[src/rtl/pxt_pkg.sv]
package pxt_pkg;

    parameter int PC_W     = 16;
    parameter int N_STAGES = 4;

    localparam int IDX_D = 0;
    localparam int IDX_E = 1;
    localparam int IDX_M = 2;
    localparam int IDX_W = 3;

    typedef enum logic [1:0] {
        ST_OK  = 2'd0,
        ST_HLT = 2'd1,
        ST_ADR = 2'd2,
        ST_INS = 2'd3
    } stat_e;

    typedef struct packed {
        stat_e            st;
        logic [PC_W-1:0]  pc;
    } slot_t;

    localparam slot_t BUBBLE = '{st: ST_OK, pc: '0};

    function automatic stat_e classify(input logic adr_bad,
                                       input logic op_bad,
                                       input logic halt);
        if (adr_bad)     return ST_ADR;
        else if (op_bad) return ST_INS;
        else if (halt)   return ST_HLT;
        else             return ST_OK;
    endfunction

endpackage

[src/rtl/pxt_fetch_tag.sv]
module pxt_fetch_tag
    import pxt_pkg::*;
(
    input  logic [PC_W-1:0] pc_i,
    input  logic            adr_bad_i,
    input  logic            op_bad_i,
    input  logic            halt_i,
    output slot_t           slot_o
);
    always_comb begin
        slot_o.st = classify(adr_bad_i, op_bad_i, halt_i);
        slot_o.pc = pc_i;
    end
endmodule

[src/rtl/pxt_stage_reg.sv]
module pxt_stage_reg
    import pxt_pkg::*;
(
    input  logic  clk,
    input  logic  rst,
    input  logic  kill_i,
    input  slot_t d_i,
    output slot_t q_o
);
    always_ff @(posedge clk) begin
        if (rst || kill_i) q_o <= BUBBLE;
        else               q_o <= d_i;
    end

    AST_BUBBLE_CLEAR: assert property (@(posedge clk) disable iff (rst)
        kill_i |=> (q_o.st == ST_OK && q_o.pc == '0));
endmodule

[src/rtl/pxt_mem_merge.sv]
module pxt_mem_merge
    import pxt_pkg::*;
(
    input  slot_t m_i,
    input  logic  data_bad_i,
    output slot_t m_o,
    output logic  m_fault_o
);
    always_comb begin
        m_o = m_i;
        if (m_i.st == ST_OK && data_bad_i) m_o.st = ST_ADR;
        m_fault_o = (m_o.st != ST_OK);
    end
endmodule

[src/rtl/pxt_ctl.sv]
module pxt_ctl
    import pxt_pkg::*;
(
    input  logic            clk,
    input  logic            rst,
    input  slot_t           wb_i,
    input  logic            m_fault_i,
    output logic            raise_o,
    output logic            stopped_o,
    output stat_e           code_o,
    output logic [PC_W-1:0] pc_o,
    output logic            cc_allow_o,
    output logic            mem_allow_o,
    output logic            run_o
);
    logic wb_fault;

    always_comb begin
        wb_fault    = (wb_i.st != ST_OK);
        raise_o     = wb_fault && !stopped_o;
        run_o       = !stopped_o && !wb_fault;
        mem_allow_o = run_o;
        cc_allow_o  = run_o && !m_fault_i;
    end

    always_ff @(posedge clk) begin
        if (rst) begin
            stopped_o <= 1'b0;
            code_o    <= ST_OK;
            pc_o      <= '0;
        end else if (raise_o) begin
            stopped_o <= 1'b1;
            code_o    <= wb_i.st;
            pc_o      <= wb_i.pc;
        end
    end

    AST_LATCH_FAULT: assert property (@(posedge clk) disable iff (rst)
        raise_o |=> (stopped_o && code_o == $past(wb_i.st) && pc_o == $past(wb_i.pc)));
    AST_STOP_STICKY: assert property (@(posedge clk) disable iff (rst)
        stopped_o |=> stopped_o);
    AST_FIRST_ONLY: assert property (@(posedge clk) disable iff (rst)
        stopped_o |=> ($stable(code_o) && $stable(pc_o) && !raise_o));
endmodule

[src/rtl/pipe_exc_tracker.sv]
module pipe_exc_tracker
    import pxt_pkg::*;
(
    input  logic            clk,
    input  logic            rst,
    input  logic [PC_W-1:0] f_pc,
    input  logic            f_addr_bad,
    input  logic            f_op_bad,
    input  logic            f_halt,
    input  logic            kill_d,
    input  logic            kill_e,
    input  logic            m_addr_bad,
    output logic [1:0]      wb_status,
    output logic [PC_W-1:0] wb_pc,
    output logic            exc_raise,
    output logic            stopped,
    output logic [1:0]      exc_code,
    output logic [PC_W-1:0] exc_pc,
    output logic            cc_allow,
    output logic            mem_wr_allow,
    output logic            fetch_run
);
    slot_t               fetched;
    slot_t               m_merged;
    logic                m_fault;
    slot_t               src [N_STAGES];
    slot_t               stg [N_STAGES];
    logic [N_STAGES-1:0] kill_v;
    stat_e               code_q;

    pxt_fetch_tag u_ftag (
        .pc_i      (f_pc),
        .adr_bad_i (f_addr_bad),
        .op_bad_i  (f_op_bad),
        .halt_i    (f_halt),
        .slot_o    (fetched)
    );

    pxt_mem_merge u_merge (
        .m_i        (stg[IDX_M]),
        .data_bad_i (m_addr_bad),
        .m_o        (m_merged),
        .m_fault_o  (m_fault)
    );

    always_comb begin
        src[IDX_D] = fetched;
        src[IDX_E] = stg[IDX_D];
        src[IDX_M] = stg[IDX_E];
        src[IDX_W] = m_merged;
        kill_v         = '0;
        kill_v[IDX_D]  = kill_d || !fetch_run;
        kill_v[IDX_E]  = kill_e;
    end

    for (genvar i = 0; i < N_STAGES; i++) begin : g_stage
        pxt_stage_reg u_reg (
            .clk    (clk),
            .rst    (rst),
            .kill_i (kill_v[i]),
            .d_i    (src[i]),
            .q_o    (stg[i])
        );
    end

    pxt_ctl u_ctl (
        .clk         (clk),
        .rst         (rst),
        .wb_i        (stg[IDX_W]),
        .m_fault_i   (m_fault),
        .raise_o     (exc_raise),
        .stopped_o   (stopped),
        .code_o      (code_q),
        .pc_o        (exc_pc),
        .cc_allow_o  (cc_allow),
        .mem_allow_o (mem_wr_allow),
        .run_o       (fetch_run)
    );

    assign exc_code  = code_q;
    assign wb_status = stg[IDX_W].st;
    assign wb_pc     = stg[IDX_W].pc;

    AST_MEM_KEEP: assert property (@(posedge clk) disable iff (rst)
        (stg[IDX_M].st != ST_OK) |-> (m_merged.st == stg[IDX_M].st));
    AST_CC_BLOCK: assert property (@(posedge clk) disable iff (rst)
        m_fault |-> !cc_allow);
    AST_MEM_BLOCK: assert property (@(posedge clk) disable iff (rst)
        (wb_status != 2'd0) |-> !mem_wr_allow);
    AST_FETCH_HOLD: assert property (@(posedge clk) disable iff (rst)
        !fetch_run |=> (stg[IDX_D].st == ST_OK));
endmodule

[config.mk]
export PLATFORM = sky130hd
export DESIGN_NAME = pipe_exc_tracker
export DESIGN_NICKNAME = d
export VERILOG_FILES = /design/src/rtl/pxt_pkg.sv /design/src/rtl/pxt_fetch_tag.sv /design/src/rtl/pxt_stage_reg.sv /design/src/rtl/pxt_mem_merge.sv /design/src/rtl/pxt_ctl.sv /design/src/rtl/pipe_exc_tracker.sv
export SDC_FILE = /design/constraint.sdc
export NUM_CORES = 1
export LEC_CHECK = 0
export CORE_MARGIN = 4
export CORE_UTILIZATION = 49
export DETAILED_ROUTE_END_ITERATION = 12
export PLACE_DENSITY = 0.78
export REMOVE_ABC_BUFFERS = 1
export SYNTH_ARGS = -nofsm -noshare
export SYNTH_HDL_FRONTEND = slang
export SYNTH_SLANG_ARGS = --single-unit
export TNS_END_PERCENT = 100
[constraint.sdc]
create_clock -name clk -period 1.4 [get_ports clk]
set_input_delay 0.28 -clock clk [delete_from_list [all_inputs] [get_ports clk]]
set_output_delay 0.28 -clock clk [all_outputs]
set_load 0.005 [all_outputs]
## Word level (Yosys, flattened, before mapping)

Cells that the tools add are included.

- Register bits: 91
- Output and inout port bits: 41
- Logic and storage cells: 31

- Multiplexer cells: 4
- Reduce and logical (&&, ||, !) cells: 15

Operators with widths:

| cell | number |
|---|---|
| 2-to-1 mux 2 bit | 3 |
| logical AND 1 bit | 4 |
| zero test 1 bit | 4 |
| nonzero test 2 bit | 2 |
| logical OR 1 bit | 3 |
| zero test 2 bit | 1 |
| OR reduction 2 bit | 1 |
| 2-to-1 mux 1 bit | 1 |

## Longest topological paths before layout

- Depth after elaboration: 7
- Mapped depth: 4
- Mapped depth without buffers: 3

## Modules after synthesis

From an unflattened synthesis, not the netlist that was laid out.

- Cells, all modules: 283
- Area total of the unflattened synthesis: 3440.8 µm²

By module, submodules not included:

| module | instances | cells each | area each (µm²) | seq. area each (µm²) |
|---|---|---|---|---|
| pxt_stage_reg | 4 | 40 | 599.3 | 360.3 |
| pxt_ctl | 1 | 83 | 754.5 | 380.4 |
| pxt_mem_merge | 1 | 20 | 142.6 | 0.0 |
| pxt_fetch_tag | 1 | 18 | 136.4 | 0.0 |
| pipe_exc_tracker | 1 | 2 | 10.0 | 0.0 |

## Worst setup path before layout

OpenSTA, ideal clock, no wires.

- Path type: reg2out
- From: register g_stage[3].u_reg.q_o[17] (netlist bit)
- To: output port cc_allow
- Arrival time: 1.062 ns
- Data required time: 1.120 ns
- Slack: 0.058 ns
- Stages on the path, launching flop included: 4
- Buffers on the path: 1
- Cells stage by stage: dfxtp_1 > or3_4 > buf_6 > nor4_1

- Word-level cells in the longest chain between the ends: 4

RTL lines:

| what | line | text |
|---|---|---|
| start, declared | pxt_stage_reg.sv:8 | `output slot_t q_o` |
| start signal, assigned | pxt_stage_reg.sv:12 | `else q_o <= d_i;` |
| nonzero test 2 bit | pxt_ctl.sv:19 | `wb_fault = (wb_i.st != ST_OK);` |
| zero test 1 bit | pxt_ctl.sv:21 | `run_o = !stopped_o && !wb_fault;` |
| logical AND 1 bit | pxt_ctl.sv:21 |  |
| logical AND 1 bit | pxt_ctl.sv:23 | `cc_allow_o = run_o && !m_fault_i;` |
| end, declared | pipe_exc_tracker.sv:19 | `output logic cc_allow,` |

Every way passes these cells.

## Final worst setup path

- From: register u_ctl.stopped_o
- To: output port cc_allow

- Word-level cells in the longest chain between the ends: 3

RTL lines:

| what | line | text |
|---|---|---|
| start, declared | pxt_ctl.sv:9 | `output logic stopped_o,` |
| start signal, assigned | pxt_ctl.sv:28 | `stopped_o <= 1'b0;` |
| start signal, assigned | pxt_ctl.sv:32 | `stopped_o <= 1'b1;` |
| zero test 1 bit | pxt_ctl.sv:21 |  |
| logical AND 1 bit | pxt_ctl.sv:21 |  |
| logical AND 1 bit | pxt_ctl.sv:23 |  |

Every way passes these cells.

==> qor.json <==
{
  "final.min_clock_period_ps": 1630,
  "rsz_0062_raised_after_global_routing": "yes",
  "vias": 1834,
  "outcome": "finished with violations",
  "worst_hold_startpoint": "rst",
  "synthesis.instances": 260,
  "gpl.final_weighted_congestion": 0.718,
  "largest_net_degree_at_the_start_of_global_routing": 32,
  "leakagePower_nw": 1.70,
  "timing.clock.skew_ps": 6.67,
  "timing_max_transition_violations_final": 0,
  "die-height_um": 84.7,
  "areaGrowthSynthToFinish_pct": 33.3,
  "powerDensity_mw_per_mm2": 1170,
  "layout-drive-gt1-share_pct": 19.5,
  "cts_made_buffers": 9,
  "synth_cell_types": 21,
  "antenna_cells": 0,
  "grt_first_pass_wirelength_mm": 8.01,
  "worst_setup_path_start_kind": "flop",
  "ctsRootBufferMaster": "clkbuf_8",
  "port_buffers": 64,
  "layout_worst_path_cycle_share_pct": 117,
  "worst_slew_margin_rel_pct": 60.2,
  "floorplan.io_pins": 65,
  "drt_drc_violations_left": 0,
  "placement_rows": 27,
  "ys_seq_area_share_pct": 63.2,
  "routed_wire_length_per_instance_um": 11.8,
  "routed_via_density": 4.47,
  "critical_path_class": "flop to output port",
  "fin_worst_hold_slack_ps": 241,
  "start_util_pct": 51.4,
  "cp_arrival_ps": 1350,
  "clkSinkCount": 91,
  "yosysWarningCount": 0,
  "violations": "negative setup slack",
  "synth-seq-cells": 91,
  "first_iter_violations": 53,
  "layout.cells.most_common": "dfxtp_1",
  "setup_slack_ps": -232,
  "r2r_start": "u_ctl.stopped_o$_SDFFE_PP0P_",
  "ant_nets": 0,
  "number_of_global_route_vias_before_repair": 1757,
  "power.total_mw": 4.49,
  "clk_latency_ps": 340,
  "cts.reportedPaths.clkPinSlew_ps": 80,
  "dpl.hpwl_mm": 3.12,
  "max-vdd-ir-drop_uv": 672,
  "setup-violations-final": 4,
  "cts_tree": "yes",
  "holdBufCountCts": 0,
  "grt.overflow.total": 0,
  "number_of_enable_type_register_cells_in_the_synthesized_netlist": 0,
  "tightest_slew_ps": 596,
  "finalNetCount": 357,
  "asyncSetResetFlopFracSynth_pct": 0,
  "worstSetupStartpoint": "u_ctl.stopped_o$_SDFFE_PP0P_",
  "layout_common_cells": "dfxtp_1, dlygate4sd2_1, nor2b_1, nand2b_1, clkdlybuf4s50_1",
  "core_area_mm2": 0.00561,
  "cts_max_level": 3,
  "clock.fmax_ghz": 0.613,
  "routed_wirelength_mm": 4.82,
  "worst_setup_path_end_kind": "output port",
  "timing.setup.tns_ps": -696,
  "required_ps": 1120,
  "drv_cap": 0,
  "report.final.hold_viol_count": 0,
  "first_pass_iters": 4,
  "global_route.usage.total_pct": 14.2,
  "cts-root-to-sink-buffers": 2,
  "syn_avg_cell_area_um2": 11.1,
  "die_area_mm2": 0.00718,
  "path_max_fanout": 3,
  "post_synth_instance_area_mm2": 0.00288,
  "worstHoldPathType": "primary input to flop",
  "antenna_violations_before_repair": 0,
  "yosys_most_used_dff": "dfxtp_1",
  "dieWidth_um": 84.7
}
critical path, cell delays in order (launching register included):
cell and delay (ps):
dfxtp_2 320, or3_4 420, nor4_4 130, buf_2 150
logic make-up (layout without fill, tap and decap cells):
group	Yosys count	after routing	synth area share, %
buf+inv	34	112	5.60
flops	91	91	63.2
compound gates	4	4	0.868
mux	16	16	5.55
simple gates	115	115	24.8
repair_timing:
item | in CTS | in global routing
pin swaps | 1 | 1
buffers inserted | 1 | 1
resized for setup | 76 | 12
endpoints found under the setup margin | 41 | 5
through the flow:
step | area [um^2] | utilization (%) | setup WS, ps | instances
floorplan | 2790 | - | 77.4 | 244
global placement | 3620 | 64.5 | -375 | 392
detailed placement | 3620 | 64.5 | -394 | 392
CTS | 3790 | 67.6 | -255 | 409
global route | 3840 | 68.6 | -307 | 410
finish | 3840 | 68.6 | -232 | 410
area by class of cell:
type	instances	area [um^2]
tap	72	90.1
clock buffer	12	145
fill	458	1760
inverter	18	80.1
sequential	91	1850
timing repair buffer	78	718
multi-input combinational	135	937
clock inverter	4	26.3
sequential cells by signal, indices dropped and copies added (netlist names):
register / count
u_ctl.pc_o: 16
g_stage.u_reg.q_o: 72
u_ctl.stopped_o: 1
u_ctl.code_o: 2
path summary, 6_finish.rpt:
check / to / slack, ps / depth (start not counted)
min: u_ctl.stopped_o$_SDFFE_PP0P_ / 240 / 2
min reg2reg: g_stage[1].u_reg.q_o[14]$_SDFF_PP0_ / 430 / 1
max: cc_allow / -230 / 3
max reg2reg: g_stage[0].u_reg.q_o[6]$_SDFF_PP0_ / -20 / 4
per-layer routing:
metal / vias to the layer above / track usage (%) / routed length, um
met4: 0 / 8.20 / 113
met2: 46 / 23.6 / 2300
li1: 945 / - / -
met5: - / 0 / 0
met3: 11 / 3.63 / 288
met1: 832 / 16.6 / 2120
synth_stat cells (2+ instances only):
cell      count  area (um^2)
nor2_1        3         11.3
nand2b_1     35          219
buf_6         3         33.8
buf_4         2         15.0
clkbuf_1      8         30.0
nor3_1       17         85.1
dfxtp_1      91         1820
inv_1        18         67.6
mux2i_1      16          160
or3b_2        2         17.5
o21ai_0       2         10.0
and2_1       18          113
nor2b_1      35          219
buf_2         3         15.0
report_power, final:
| group | switching, mW | total (mW) | internal [mW] |
|---|---|---|---|
| sequential | 0.00914 | 2.63 | 2.62 |
| clock | 0.841 | 1.53 | 0.693 |
| combinational | 0.142 | 0.322 | 0.179 |
| total | 0.992 | 4.49 | 3.50 |
Power figures use the tool's default switching activity.
